File: config.mk
export PLATFORM = sky130hd
export DESIGN_NAME = intr_arbiter
export DESIGN_NICKNAME = d
export VERILOG_FILES = /design/src/rtl/intr_pkg.sv /design/src/rtl/req_sampler.sv /design/src/rtl/prio_pick.sv /design/src/rtl/intr_arbiter.sv
export SDC_FILE = /design/constraint.sdc
export NUM_CORES = 1
export LEC_CHECK = 0
export BUFFER_PORTS_ARGS = -buffer_cell sky130_fd_sc_hd__buf_2
export CORE_MARGIN = 1
export CORE_UTILIZATION = 47
export CTS_BUF_LIST = sky130_fd_sc_hd__clkbuf_8
export CTS_CLUSTER_DIAMETER = 60
export DETAILED_ROUTE_END_ITERATION = 8
export PLACE_DENSITY = 0.8
export SYNTH_ARGS = -nofsm -noshare
export SYNTH_HDL_FRONTEND = slang
export SYNTH_SLANG_ARGS = --single-unit
File: constraint.sdc
create_clock -name clk -period 1.8 [get_ports clk]
set_input_delay 0.09 -clock clk [delete_from_list [all_inputs] [get_ports clk]]
set_output_delay 0.09 -clock clk [all_outputs]
set_load 0.01 [all_outputs]
File: src/rtl/intr_pkg.sv
package intr_pkg;
  localparam int SRC_W = 4;
  localparam int EXT_N = 3;
  typedef logic [SRC_W-1:0] src_t;
  localparam src_t SRC_NONE = 4'b0000;
  localparam src_t SRC_BRK  = 4'b0001;
  localparam src_t SRC_IRQ  = 4'b0010;
  localparam src_t SRC_NMI  = 4'b0100;
  localparam src_t SRC_RES  = 4'b1000;
endpackage

File: src/rtl/req_sampler.sv
// Converts active-low request lines to active-high and registers them.
module req_sampler #(
  parameter int N      = 3,
  parameter int STAGES = 1
) (
  input  logic         clk,
  input  logic         rst,
  input  logic [N-1:0] line_n,
  output logic [N-1:0] req_q
);
  for (genvar s = 0; s < N; s++) begin : g_src
    logic [STAGES-1:0] chain;
    if (STAGES == 1) begin : g_one
      always_ff @(posedge clk) begin
        if (rst) chain <= '0;
        else     chain <= ~line_n[s];
      end
    end else begin : g_many
      always_ff @(posedge clk) begin
        if (rst) chain <= '0;
        else     chain <= {chain[STAGES-2:0], ~line_n[s]};
      end
    end
    assign req_q[s] = chain[STAGES-1];
  end
endmodule

File: src/rtl/prio_pick.sv
// Fixed-priority selector: the highest index wins, and the output is one-hot.
module prio_pick #(
  parameter int N = 3
) (
  input  logic [N-1:0] req,
  output logic [N-1:0] grant
);
  always_comb begin
    grant = '0;
    for (int k = 0; k < N; k++) begin
      if (req[k]) begin
        grant    = '0;
        grant[k] = 1'b1;
      end
    end
  end
endmodule

File: src/rtl/intr_arbiter.sv
module intr_arbiter
  import intr_pkg::*;
#(
  parameter int          OPW         = 8,
  parameter logic [7:0]  BRK_OPCODE  = 8'h00,
  parameter int          SYNC_STAGES = 1
) (
  input  logic           clk,
  input  logic           rst,
  input  logic           res_n,
  input  logic           nmi_n,
  input  logic           irq_n,
  input  logic           irq_mask,
  input  logic           at_boundary,
  input  logic           short_branch,
  input  logic [OPW-1:0] mem_opcode,
  input  logic           entry_done,
  output logic           force_brk,
  output logic [OPW-1:0] opcode_q,
  output logic [SRC_W-1:0] src_code,
  output logic           brk_bit
);
  localparam logic [OPW-1:0] BRK_OP = OPW'(BRK_OPCODE);

  logic [EXT_N-1:0] ext_q;     // {res, nmi, irq}, active-high
  logic [EXT_N-1:0] eligible;
  logic [EXT_N-1:0] grant;
  src_t             winner;
  logic             busy, take, any_line, soft_brk;

  req_sampler #(.N(EXT_N), .STAGES(SYNC_STAGES)) u_samp (
    .clk(clk), .rst(rst),
    .line_n({res_n, nmi_n, irq_n}),
    .req_q(ext_q)
  );

  assign eligible = {ext_q[2], ext_q[1], ext_q[0] & ~irq_mask};

  prio_pick #(.N(EXT_N)) u_pick (.req(eligible), .grant(grant));

  assign winner   = {grant, 1'b0};
  assign busy     = (src_code != SRC_NONE);
  assign any_line = |ext_q;
  assign take     = at_boundary & ~short_branch & ~busy & (|eligible);
  assign soft_brk = at_boundary & ~take & ~busy & (mem_opcode == BRK_OP);

  always_ff @(posedge clk) begin
    if (rst) begin
      force_brk <= 1'b0;
      opcode_q  <= '0;
      src_code  <= SRC_NONE;
      brk_bit   <= 1'b0;
    end else begin
      force_brk <= take;
      if (at_boundary) opcode_q <= take ? BRK_OP : mem_opcode;
      if (take) begin
        src_code <= winner;
        brk_bit  <= 1'b0;
      end else if (soft_brk) begin
        src_code <= SRC_BRK;
        brk_bit  <= ~any_line;
      end else if (busy && entry_done) begin
        src_code <= SRC_NONE;
        brk_bit  <= 1'b0;
      end
    end
  end

  // at most one source is reported
  a_r3_onehot_src: assert property (@(posedge clk) disable iff (rst)
    $onehot0(src_code));
  // an injected break leaves the break opcode in the opcode register
  a_r5_force_loads_brk: assert property (@(posedge clk) disable iff (rst)
    force_brk |-> (opcode_q == BRK_OP) && (src_code != SRC_NONE) && (src_code != SRC_BRK));
  // the force pulse lasts a single cycle
  a_r5_single_pulse: assert property (@(posedge clk) disable iff (rst)
    force_brk |=> !force_brk);
  // a maskable source is never taken while the mask was set
  a_r4_mask_respected: assert property (@(posedge clk) disable iff (rst)
    (at_boundary && irq_mask && !ext_q[2] && !ext_q[1]) |=> !force_brk);
  // the break flag accompanies only a software break
  a_r9_brk_only_soft: assert property (@(posedge clk) disable iff (rst)
    brk_bit |-> (src_code == SRC_BRK));
  // a latched source holds until completion
  a_r10_hold: assert property (@(posedge clk) disable iff (rst)
    (busy && !entry_done) |=> $stable(src_code));
  // completion clears the source
  a_r10_clear: assert property (@(posedge clk) disable iff (rst)
    (busy && entry_done) |=> (src_code == SRC_NONE));
  // the opcode register holds outside boundaries
  a_r11_hold_opcode: assert property (@(posedge clk) disable iff (rst)
    !at_boundary |=> ($stable(opcode_q) && !force_brk));
endmodule

### After elaboration in Yosys (flattened, before gate mapping)

Cells that the tools add are included.

* reduce and logical (&&, ||, !) cells: 8
* mux-type cells: 9
* bitwise operators: 15

Operators by type and width (count)
* 2-to-1 mux 4 bit: 3
* zero test 8 bit: 1
* 2-to-1 mux 8 bit: 1
* NOT 1 bit: 8
* bitwise AND 1 bit: 7
* OR reduction 3 bit: 2
* nonzero test 4 bit: 1
* 2-to-1 mux 1 bit: 3
* 2-to-1 mux 3 bit: 1
* nonzero test 3 bit: 1
* 2-to-1 mux 2 bit: 1
* nonzero test 2 bit: 1
* OR reduction 2 bit: 1
* logical AND 1 bit: 1

* register bits: 17
* output and inout bits: 14
* input port bits: 17

### Logic depth before layout (Yosys ltp)

* depth in word-level cells: 10
* mapped depth: 6
* gate-level depth less buffers: 4

### Modules after synthesis

From an unflattened synthesis, not the netlist that was laid out.

* cell total of the unflattened synthesis: 76
* area, all modules: 793.3 µm²

By module, submodules not included
* intr_arbiter: sequential area each 280.3 µm², cells each 64, times used 1, area an instance 673.1 µm²
* req_sampler: sequential area each 60.1 µm², cells each 9, times used 1, area an instance 93.8 µm²
* prio_pick: sequential area each 0.0 µm², cells each 3, times used 1, area an instance 26.3 µm²

### Least setup slack after synthesis

No wires, ideal clock.

* path kind: reg-to-reg
* start: register src_code[3]
* end: register opcode_q[0]
* setup slack: 0.227 ns
* clock period less this slack: 1.573 ns
* stages on the path, launching flop included: 6
* data arrival time: 1.440 ns
* data required time: 1.668 ns
* setup time: 0.132 ns
* cell sequence: dfxtp_1 > or4_1 > a2111oi_2 > buf_4 > nand3b_1 > a21oi_1

* word-level cells in the longest chain between the ends: 5

RTL lines
* start: declaration: line intr_arbiter.sv:20 `output logic [SRC_W-1:0] src_code,`
* start signal: assignment: line intr_arbiter.sv:57 `src_code <= winner;`
* nonzero test 4 bit: line intr_arbiter.sv:42 `assign busy = (src_code != SRC_NONE);`
* NOT 1 bit: line intr_arbiter.sv:44 `assign take = at_boundary & ~short_branch & ~busy & (|eligible);`
* bitwise AND 1 bit (2 in series): line intr_arbiter.sv:44
* 2-to-1 mux 8 bit: line intr_arbiter.sv:55 `if (at_boundary) opcode_q <= take ? BRK_OP : mem_opcode;`
* end signal: assignment: line intr_arbiter.sv:55
* end: declaration: line intr_arbiter.sv:19 `output logic [OPW-1:0] opcode_q,`

Every way passes these cells.
A chain may end at the register's enable or synchronous reset.

### Worst setup path after layout

* start: register src_code[3]
* end: register opcode_q[5]

Same word-level chain as after synthesis.

==> results.txt <==
- The flow ran to the end, and the final reports show no timing, DRC or antenna violations.
- Setup repair after global routing left no endpoint under its margin.
* Clock transition at the registers of the reported paths: 0.06 ns
- No sink is reached through more buffers than the 2 on the longest clock path.
* PwrDens: around 840 nW/µm²
- Worst hold path class: in2reg
* Number of synthesized register bits: 17
- Subtracting the final worst setup slack from the clock period gives 1.688 ns.
- Post-Synthesis Mean Instance Area: approximately 8.9 µm²
* Die W: around 40 µm
- Insertion delay to the later sink of the worst-skew pair: 0.25 ns
- Tracing the worst setup path back leads to its startpoint at src_code[3].
* Upper clock frequency limit: 592.5 MHz
- Synth Net Count: 93
* Internal cell power: 0.5900 mW
- Most congested layer reported by global routing: met2
- Clock group share of total power: approximately 36%
* Sequential share of power: 51.7%
- For this block, the via count after detailed routing is 688.
- Met2 usage in global routing: 32.26%
- Setup violations remaining at the end of the flow were counted as 0.
* # Max-Cap Violations: 0
* Number of placed cells counting well taps: about 120
* Actual transition at the worst max-transition pin: 0.3373 ns
* Total setup buffers inserted after CTS: 0
- Net switching is 23.86% of the power.
- For this run, the register share of the synthesized area comes to 50.09%.
* Crit start category: flip-flop
* TritonCTS clock tree: done
- Hold Fails Final Rpt: 0
- The die covers roughly 1600 µm².
- Post-layout net count: ~130
- In this run, synthesis inferred 0 flip-flops with an integrated enable.
- Layout-stage area growth over the synthesis result: 35.36%
* Headroom to the max-slew limit: 77.30%
* Number of antenna violations at the first check in global routing: 0
- Commonest register cell after synthesis: sky130_fd_sc_hd__dfxtp_1
* Crit path to: opcode_q[5]
* Number of nets with antenna violations after detailed routing: 0
- The synthesized design devotes to its leading area cell type around half of total area.
* Non-filler cells, final: 126
- In the final layout, the share of cells above drive strength 1 is 35.14%.
* Number of warnings issued by yosys: 0
- Synthesis produced 76 cells.
- Logic depth of the worst register-to-register path: 5
- Among all cell types in the netlist, the one instantiated most often is sky130_fd_sc_hd__dfxtp_1.
* Wire length per cell: 12.47 µm
- Routability-driven placement finished with a final weighted congestion of approximately 0.85.
- Buffers placed on the I/O ports in this run total 30.
- Leading post-synthesis cells by instance count: 17 x sky130_fd_sc_hd__dfxtp_1, 11 x sky130_fd_sc_hd__nand2_1, 9 x sky130_fd_sc_hd__a21oi_1
- DP HPWL: 1.087 mm
* Share of power burned in combinational logic: approximately an eighth
- Pin placement for this block handled 31 I/O pins.
- Antenna Cells: 0
* Setup crit end kind: flip-flop
- For the worst setup path, the data arrival time is 1.82 ns.
- In this run, the number of DRC markers left after iteration 0 of detailed routing was 18.
* # hold bufs at CTS: 3
* Global-route met1 utilization: 27.80%
- Maximum number of pins on one net before global-route repair: 19
- Summed over all failing endpoints, the final setup total negative slack is 0 ns.
- Mapped cell area: between 600 and 700 µm²
- Initial Utilization: 51.57%
* R2R Path End: opcode_q[5]
- Unique masters post-synth: 24
- Crit Path Class: reg2reg
- The startpoint identified for the worst register-to-register timing path is src_code[3].
* Maximum VDD drop: 0.5680 mV
* Detail-routed via count per cell: 5.460
- In the finished design, the share of the clock period the worst path needs comes to 93.77%.
- Core outline area: around 1300 µm²
* Final Slew Violations: 0
- Summed over all layers, the routed wires come to ~1.6 mm.
- Clock tree synthesis selected as its root buffer the cell sky130_fd_sc_hd__clkbuf_8.
- The clock arrives with 0.002426 ns of skew.
* Share of synthesized flip-flops with an asynchronous set or reset: 0%
* Residual DRC: 0
- GR Layer Usage met3: 5.000%
- Critical Path Fanout Max: 8
- Vias in the first global route: 510
- Number of gates resized after cts: 0
* Net switching power figure: 0.1848 mW
* Largest area contributor in the synthesized netlist: sky130_fd_sc_hd__dfxtp_1
- Across all register-to-register paths, the minimum setup slack is about 0.11 ns.
- Measured along the y axis, the die boundary spans 40.02 µm.
* Clk sink count: 17
* Required time at the endpoint of the critical path: 1.93 ns
- Traced cell by cell, the critical path runs through or4_1 -> a2111oi_2 -> buf_4 -> nand3b_1 -> a21oi_1.
- Slowest Stage Delay on Critical Path: 0.55 ns
* Top cells by area, synth: sky130_fd_sc_hd__dfxtp_1 50%, sky130_fd_sc_hd__nand3b_1 8.8%, sky130_fd_sc_hd__a21oi_1 6.6%, sky130_fd_sc_hd__nand2_1 6.1%, sky130_fd_sc_hd__nor2_1 3.9%
* # rows: 13
- Cell with the biggest individual delay on the critical path: sky130_fd_sc_hd__or4_1
* Total GRT Usage: 22.25%
- Wire length of the first global-routing pass: roughly 2.2 mm
- Clock tree synthesis inserted a total of 3 buffers.
- Global routing finished with a remaining overflow of 0.
* Iteration count of the initial detailed-routing pass: 4
* Lkg Pwr: 0.4243 nW
- CTS built an H-tree with a depth of 1.
[worst min-delay path by stage]
stage                     slack, ns  cells after the start               endpoint          from
after floorplan                0.16                      1  u_samp.g_src[0].chain         irq_n
after global placement         0.24                      2  u_samp.g_src[0].chain         irq_n
after detailed placement       0.24                      2  u_samp.g_src[2].chain         res_n
after CTS                      0.07                      2            src_code[1]  short_branch
after global routing           0.08                      2            src_code[1]  short_branch
final                          0.07                      2            src_code[1]  short_branch
[power by group through the flow]
stage / clock network, mW / logic (mW) / registers [mW]
final: 0.278 / 0.0965 / 0.401
after global routing: 0.300 / 0.106 / 0.402
after CTS: 0.282 / 0.0964 / 0.400
after detailed placement: 0 / 0.0910 / 0.409
after global placement: 0 / 0.0898 / 0.408
after floorplan: 0 / 0.0456 / 0.414
[flip-flops by register name (all words and copies together), names as in the netlist]
register / count
opcode_q: 8
src_code: 4
u_samp.g_src.chain: 3
brk_bit: 1
force_brk: 1
[through the flow]
step | setup WS, ns | cell area [µm²] | total power, mW | utilization [%] | hold slack (ns)
global placement | 0.1976 | 844.6 | 0.4977 | 64.10 | 0.2400
detailed placement | 0.1600 | 844.6 | 0.4997 | 64.10 | 0.2432
floorplan | 0.2274 | 679.4 | 0.4592 | - | 0.1567
global route | 0.04498 | 919.6 | 0.8078 | 69.80 | 0.08230
finish | 0.1122 | 919.6 | 0.7748 | 69.80 | 0.06936
CTS | 0.1350 | 919.6 | 0.7786 | 69.80 | 0.06831
[kinds of logic (layout without fill, tap and decap cells)]
family	count (synthesis)	in the layout	share of synthesized area, %
AOI/OAI and AO/OA	17	17	17.86
DFF	17	17	50.09
buffers and inverters	7	42	4.420
and+or+nand+nor	35	35	27.63
[cell type report]
class                           instances  area (µm²)
Clock buffer                            3       41.29
Clock inverter                          1       3.754
Fill cell                             120       397.9
Inverter                                3       11.26
Multi-Input combinational cell         52       309.0
Sequential cell                        17       340.3
Tap cell                               15       18.77
Timing Repair Buffer                   35       195.2
[per-layer routing]
metal	vias up	wire, µm
li1	342	-
met1	313	714
met2	26	727
met3	7	81
met4	0	47
met5	-	0
[worst max-delay path, delay by kind of cell (launching register included)]
family | cells | cell delay [ns]
flops | 1 | 0.34
buf+inv | 1 | 0.21
simple gates | 2 | 0.67
compound gates | 2 | 0.35
[layout by cell type (no fill, tap or decap)]
master / synthesis / final
sky130_fd_sc_hd__buf_2: 0 / 30
sky130_fd_sc_hd__dfxtp_1: 17 / 17
sky130_fd_sc_hd__nand2_1: 11 / 11
sky130_fd_sc_hd__a21oi_1: 9 / 9
sky130_fd_sc_hd__nand3b_1: 8 / 8
sky130_fd_sc_hd__nor2_1: 7 / 7
sky130_fd_sc_hd__inv_1: 2 / 3
sky130_fd_sc_hd__nor4_1: 3 / 3
sky130_fd_sc_hd__clkbuf_8: 0 / 3
sky130_fd_sc_hd__dlygate4sd3_1: 0 / 3
sky130_fd_sc_hd__nor3_1: 2 / 2
sky130_fd_sc_hd__buf_4: 1 / 2
sky130_fd_sc_hd__nand2b_1: 1 / 1
sky130_fd_sc_hd__inv_2: 1 / 1
sky130_fd_sc_hd__or4_1: 1 / 1
sky130_fd_sc_hd__a2111oi_2: 1 / 1
sky130_fd_sc_hd__a32oi_1: 1 / 1
sky130_fd_sc_hd__or4_4: 1 / 1
sky130_fd_sc_hd__o31ai_1: 1 / 1
sky130_fd_sc_hd__a21o_1: 1 / 1
sky130_fd_sc_hd__a2bb2oi_1: 1 / 1
sky130_fd_sc_hd__a22oi_1: 1 / 1
sky130_fd_sc_hd__nor2b_1: 1 / 1
sky130_fd_sc_hd__o21ai_0: 1 / 1
sky130_fd_sc_hd__o32ai_2: 1 / 1
(Power assumes the default switching activity.)
